File: src/rtl/bridge_pkg.sv
package bridge_pkg;
    typedef enum logic [1:0] {
        ST_LOCKED = 2'd0,
        ST_ARMING = 2'd1,
        ST_OPEN   = 2'd2
    } ulk_state_t;

    localparam logic [5:0] OFS_LINK_EN = 6'h14;
    localparam logic [5:0] OFS_UNLOCK  = 6'h18;
    localparam logic [5:0] OFS_WIN0    = 6'h20;
    localparam logic [5:0] OFS_WIN1    = 6'h24;
    localparam logic [5:0] OFS_DMA_LO  = 6'h28;
    localparam logic [5:0] OFS_DMA_HI  = 6'h2C;
    localparam logic [5:0] OFS_DMA_EN  = 6'h34;
endpackage

File: src/rtl/bridge_unlock_fsm.sv
module bridge_unlock_fsm
    import bridge_pkg::*;
#(
    parameter int UNLOCK_DELAY = 16
) (
    input  logic       clk,
    input  logic       rst_n,
    input  logic       key_hit,
    output ulk_state_t state_o,
    output logic       clr_o
);
    localparam int CW = (UNLOCK_DELAY > 1) ? $clog2(UNLOCK_DELAY) : 1;
    localparam logic [CW-1:0] LOAD = CW'(UNLOCK_DELAY - 1);

    ulk_state_t    state_q, state_d;
    logic [CW-1:0] cnt_q, cnt_d;

    // state register
    always_ff @(posedge clk) begin
        if (!rst_n) begin
            state_q <= ST_LOCKED;
            cnt_q   <= '0;
        end else begin
            state_q <= state_d;
            cnt_q   <= cnt_d;
        end
    end

    // next state and outputs
    always_comb begin
        state_d = state_q;
        cnt_d   = cnt_q;
        clr_o   = 1'b0;
        unique case (state_q)
            ST_LOCKED: begin
                if (key_hit) begin          // key_write
                    state_d = ST_ARMING;
                    cnt_d   = LOAD;
                end
            end
            ST_ARMING: begin
                if (key_hit) begin          // restart
                    cnt_d = LOAD;
                end else if (cnt_q == '0) begin
                    state_d = ST_OPEN;      // delay_done
                end else begin
                    cnt_d = cnt_q - CW'(1);
                end
            end
            ST_OPEN: begin
                if (key_hit) begin          // rekey
                    state_d = ST_ARMING;
                    cnt_d   = LOAD;
                    clr_o   = 1'b1;
                end
            end
            default: state_d = ST_LOCKED;
        endcase
    end

    assign state_o = state_q;
endmodule

File: src/rtl/bridge_cfg_filter.sv
module bridge_cfg_filter #(
    parameter int DW = 32,
    parameter int BW = 8
) (
    input  logic          req,
    input  logic          we,
    input  logic [BW-1:0] bus,
    input  logic [BW-1:0] devfn,
    input  logic [1:0]    size,
    input  logic [DW-1:0] dev_rdata,
    output logic          dev_rd,
    output logic          dev_wr,
    output logic [DW-1:0] rdata
);
    logic          sel;
    logic [DW-1:0] mask;

    always_comb begin
        sel = (bus == '0) && (devfn == '0);
        unique case (size)
            2'd0:    mask = DW'(8'hFF);
            2'd1:    mask = DW'(16'hFFFF);
            default: mask = '1;
        endcase
        dev_rd = req && !we && sel;
        dev_wr = req && we && sel;
        rdata  = sel ? (dev_rdata & mask) : mask;
    end
endmodule

File: src/rtl/bridge_dma_window.sv
module bridge_dma_window #(
    parameter int AW = 32
) (
    input  logic          en,
    input  logic [AW-1:0] base,
    input  logic [AW-1:0] lim,
    input  logic [AW-1:0] addr,
    output logic          hit
);
    logic above_base, below_end;

    always_comb begin
        above_base = (addr >= base);
        below_end  = (addr < lim);
        hit        = en && above_base && below_end;
    end
endmodule

File: src/rtl/bridge_ctl.sv
module bridge_ctl
    import bridge_pkg::*;
#(
    parameter int           UNLOCK_DELAY = 16,
    parameter logic [31:0]  UNLOCK_KEY   = 32'h5A14_A501,
    parameter logic [127:0] ID_STR       = "HOSTBUS-PCI-BR01"
) (
    input  logic        clk,
    input  logic        rst_n,
    input  logic        reg_wr,
    input  logic [5:0]  reg_addr,
    input  logic [31:0] reg_wdata,
    output logic [31:0] reg_rdata,
    output logic        link_en,
    input  logic        cfg_req,
    input  logic        cfg_we,
    input  logic [7:0]  cfg_bus,
    input  logic [7:0]  cfg_devfn,
    input  logic [1:0]  cfg_size,
    input  logic [31:0] cfg_dev_rdata,
    output logic        cfg_dev_rd,
    output logic        cfg_dev_wr,
    output logic [31:0] cfg_rdata,
    input  logic [31:0] dma_addr,
    output logic        dma_hit
);
    localparam int ID_BYTES = 16;

    ulk_state_t  st;
    logic        key_hit, clr, wr_open;
    logic [31:0] win0_q, win1_q, dma_base_q, dma_end_q;
    logic        link_en_q, dma_en_q;

    assign key_hit = reg_wr && (reg_addr == OFS_UNLOCK) && (reg_wdata == UNLOCK_KEY);
    assign wr_open = reg_wr && (st == ST_OPEN);

    bridge_unlock_fsm #(.UNLOCK_DELAY(UNLOCK_DELAY)) u_fsm (
        .clk     (clk),
        .rst_n   (rst_n),
        .key_hit (key_hit),
        .state_o (st),
        .clr_o   (clr)
    );

    always_ff @(posedge clk) begin
        if (!rst_n || clr) begin
            win0_q     <= '0;
            win1_q     <= '0;
            dma_base_q <= '0;
            dma_end_q  <= '0;
            link_en_q  <= 1'b0;
            dma_en_q   <= 1'b0;
        end else if (wr_open) begin
            unique case (reg_addr)
                OFS_WIN0:    win0_q     <= reg_wdata;
                OFS_WIN1:    win1_q     <= reg_wdata;
                OFS_DMA_LO:  dma_base_q <= reg_wdata;
                OFS_DMA_HI:  dma_end_q  <= reg_wdata;
                OFS_LINK_EN: link_en_q  <= reg_wdata[0];
                OFS_DMA_EN:  dma_en_q   <= reg_wdata[0];
                default: ;
            endcase
        end
    end

    always_comb begin
        reg_rdata = '0;
        if (reg_addr < 6'(ID_BYTES)) begin
            reg_rdata = {24'h0, ID_STR[8*(ID_BYTES-1-int'(reg_addr[3:0])) +: 8]};
        end else begin
            unique case (reg_addr)
                OFS_UNLOCK:  reg_rdata = {31'h0, st == ST_OPEN};
                OFS_WIN0:    reg_rdata = win0_q;
                OFS_WIN1:    reg_rdata = win1_q;
                OFS_DMA_LO:  reg_rdata = dma_base_q;
                OFS_DMA_HI:  reg_rdata = dma_end_q;
                OFS_LINK_EN: reg_rdata = {31'h0, link_en_q};
                OFS_DMA_EN:  reg_rdata = {31'h0, dma_en_q};
                default:     reg_rdata = '0;
            endcase
        end
    end

    assign link_en = link_en_q;

    bridge_cfg_filter #(.DW(32), .BW(8)) u_cfg (
        .req       (cfg_req),
        .we        (cfg_we),
        .bus       (cfg_bus),
        .devfn     (cfg_devfn),
        .size      (cfg_size),
        .dev_rdata (cfg_dev_rdata),
        .dev_rd    (cfg_dev_rd),
        .dev_wr    (cfg_dev_wr),
        .rdata     (cfg_rdata)
    );

    bridge_dma_window #(.AW(32)) u_win (
        .en   (dma_en_q),
        .base (dma_base_q),
        .lim  (dma_end_q),
        .addr (dma_addr),
        .hit  (dma_hit)
    );
endmodule

File: config.mk
export PLATFORM = sky130hd
export DESIGN_NAME = bridge_ctl
export DESIGN_NICKNAME = d
export VERILOG_FILES = /design/src/rtl/bridge_pkg.sv /design/src/rtl/bridge_unlock_fsm.sv /design/src/rtl/bridge_cfg_filter.sv /design/src/rtl/bridge_dma_window.sv /design/src/rtl/bridge_ctl.sv
export SDC_FILE = /design/constraint.sdc
export NUM_CORES = 1
export LEC_CHECK = 0
export BUFFER_PORTS_ARGS = -buffer_cell sky130_fd_sc_hd__buf_2
export CELL_PAD_IN_SITES_DETAIL_PLACEMENT = 1
export CELL_PAD_IN_SITES_GLOBAL_PLACEMENT = 2
export CORE_ASPECT_RATIO = 1.5
export CORE_UTILIZATION = 30
export DETAILED_ROUTE_END_ITERATION = 6
export GPL_TIMING_DRIVEN = 0
export PLACE_DENSITY = 0.86
export SYNTH_ARGS = -nofsm -noshare
export SYNTH_HDL_FRONTEND = slang
export SYNTH_SLANG_ARGS = --single-unit
File: constraint.sdc
create_clock -name clk -period 2.75 [get_ports clk]
set_clock_uncertainty 0.15 [all_clocks]
set_input_delay 0.1375 -clock clk [delete_from_list [all_inputs] [get_ports clk]]
set_output_delay 0.1375 -clock clk [all_outputs]
set_load 0.01 [all_outputs]
==> metrics <==
outcome finished with violations; violated checks negative setup slack; share of cells above drive strength 1 0.2254; RSZ-0062 raised after global routing true; First-pass DRT Iterations 5; clock sink count between 100 and 150; post-synthesis sequential area ratio 0.3518; Synth cell types 50; Post-DRT Antenna Nets 0; average routed wire per standard cell 19.15 um; worst setup slack after layout -0.004701 ns; clock slew at reported path FFs 0.06 ns; Tcrit/Tclk final 1.002; critical path class reg2out; MaxCap Viol Count 0; CP Capture Type output pin; kind of start point of the critical path register; Num CTS Buffers 17; Arr. time, crit path 2.47 ns; Leak 4.026 nW; achievable clock frequency between 300 and 400 MHz; Final Util 0.4098; antenna fix cells 0; Design Area, Final between 10,000 and 15,000 um^2; EDFF count, synth 0; CTS root buf clkbuf_16; Die ar. 26,450 um^2; Rows 71; Synth-to-Final Area Change 33.60%; Min Hold Slack 0.05242 ns; Top FF cell, synth dfxtp_1; I/O Buffers 189; Longest Clk Path Bufs 2; final wirelength between 30,000 and 40,000 um; die height 198.7 um; antenna violations before repair 0; synthesis-stage register bit count between 100 and 150; synthesized instance count 1,022; min cycle time layout 2.755 ns; vias in the first global route a little under 9,000; final setup fails 1; dpl hpwl between 20,000 and 25,000 um; non-filler instance count after layout 1,606; CTS tree built; Slew headroom 0.4931; power density cells 493.1 nW/um^2; pre-CTS WS -0.6138 ns; vias post-DR slightly above 8,000; Fin. Hold Viols 0; most frequent cells in the layout nand2_1 (276), buf_2 (191), a21oi_1 (128), dfxtp_1 (128), inv_1 (72); Total Power just over 5 mW; VDD IR max 0.0002951 V; grt total ovfl 0; HP Class in2reg; Syn. warnings 0; Die Wd 133.1 um; vias per inst 5.175; H-tree Lvls 4; Placed Cells 1,539; 1st-iter DRT viols 518; clk_lat worst skew 0.43 ns; first-pass GRT wire length 46,870 um; synthesized area 7739 um^2; core area ~25,000 um^2; Initial Util 0.3067; CP Max Fanout 3; most common cell after layout, fill and taps aside nand2_1; Slew Limit Fails 0; Syn Nets around 1,200; GP Congestion 0.8148; Final nets 1,460; Total Routing Usage GR 0.2354; Async S/R FF share, synth 0; Post-route DRC 0; setup TNS -0.004701 ns; Slew @ Worst Pin 0.7545 ns; pin count of the biggest net entering global routing 17; Syn Area/Cell 7.572 um^2; Critical Path RT 2.46 ns; placed cell areas 9095 um^2; IO Pins 193
==> critical path, stage by stage, from the launching register on <==
cell and delay (ns):
dfxtp_1 0.36, inv_1 0.06, ha_1 0.32, nand4_1 0.22, nor3_2 0.40, o31ai_4 0.16
a211oi_2 0.31, buf_2 0.20
==> layout make-up <==
| class | count | area [um^2] |
|---|---|---|
| Fill cell | 3162 | 14890 |
| Multi-Input combinational cell | 755 | 4616 |
| Sequential cell | 136 | 2733 |
| Timing Repair Buffer | 224 | 1311 |
| Clock buffer | 17 | 425.4 |
| Tap cell | 328 | 410.4 |
| Buffer | 59 | 336.6 |
| Inverter | 72 | 270.3 |
| Clock inverter | 15 | 236.5 |
==> sequential cells by signal (all words and copies together) (netlist names) <==
signal / flops
link_en: 1
u_fsm.cnt_q: 4
dma_end_q: 32
win1_q: 32
u_fsm.state_o: 2
dma_en_q: 1
win0_q: 32
dma_base_q: 32
==> cells by family (layout without fill, tap and decap cells) <==
group / after synthesis / count (layout) / share of synthesized area
muxes: 37 / 37 / 0.04964
and+or+nand+nor: 424 / 424 / 0.2341
DFF: 136 / 136 / 0.3518
buffers and inverters: 131 / 387 / 0.06952
AOI/OAI and AO/OA: 222 / 222 / 0.1795
xor gates and xnor gates: 2 / 2 / 0.002264
adders and majority gates: 70 / 70 / 0.1132
==> cell usage after synthesis (3+ instances only) <==
cell | instances | area (um^2)
a211oi_1 | 5 | 37.54
a21o_1 | 5 | 37.54
a21oi_1 | 128 | 640.6
a222oi_1 | 29 | 290.3
a22oi_1 | 8 | 60.06
and2_0 | 3 | 18.77
and3_1 | 3 | 18.77
and4_1 | 3 | 26.28
buf_2 | 4 | 20.02
buf_4 | 11 | 82.58
clkbuf_1 | 43 | 161.4
dfxtp_1 | 136 | 2723
ha_1 | 70 | 875.8
inv_1 | 72 | 270.3
mux2i_1 | 35 | 350.3
nand2_1 | 276 | 1036
nand2b_1 | 4 | 25.02
nand3_1 | 10 | 50.05
nand4_1 | 15 | 93.84
nor2_1 | 66 | 247.7
nor2b_1 | 6 | 37.54
nor3_1 | 9 | 45.04
nor4_1 | 6 | 37.54
nor4b_1 | 4 | 35.03
o21a_1 | 16 | 120.1
o21ai_0 | 16 | 80.08
or2_2 | 8 | 50.05
==> final timing paths <==
kind,from,depth (start not counted),slack (ns),endpoint
worst min register to register,win0_q[28],2,0.31,win0_q[28]
worst min-delay path,reg_addr[4],5,0.05,link_en
worst max-delay path,dma_base_q[27],7,-0.005,dma_hit
worst max register to register,u_fsm.state_o[1],7,0.23,win1_q[23]
==> report_power, final <==
part | internal, mW | switching [mW]
logic | 0.223 | 0.287
clock network | 1.63 | 0.989
registers | 1.97 | 0.000000000000287
==> layer usage <==
layer,vias up,share of wire,GRT usage
met5,-,0,0
met4,0,0.034,0.1115
met3,57,0.047,0.03517
met2,260,0.54,0.4654
met1,3976,0.38,0.2381
li1,4018,-,-
==> timing repair <==
action / CTS / global route
hold buffers: 33 / 0
gates resized for setup: 29 / 43
pin swaps: 10 / 2
cloned: 0 / 1
endpoints found under the hold margin: 136 / 0
setup buffers: 1 / 0
setup endpoints to repair: 81 / 127
Power figures use the tool's default switching activity.
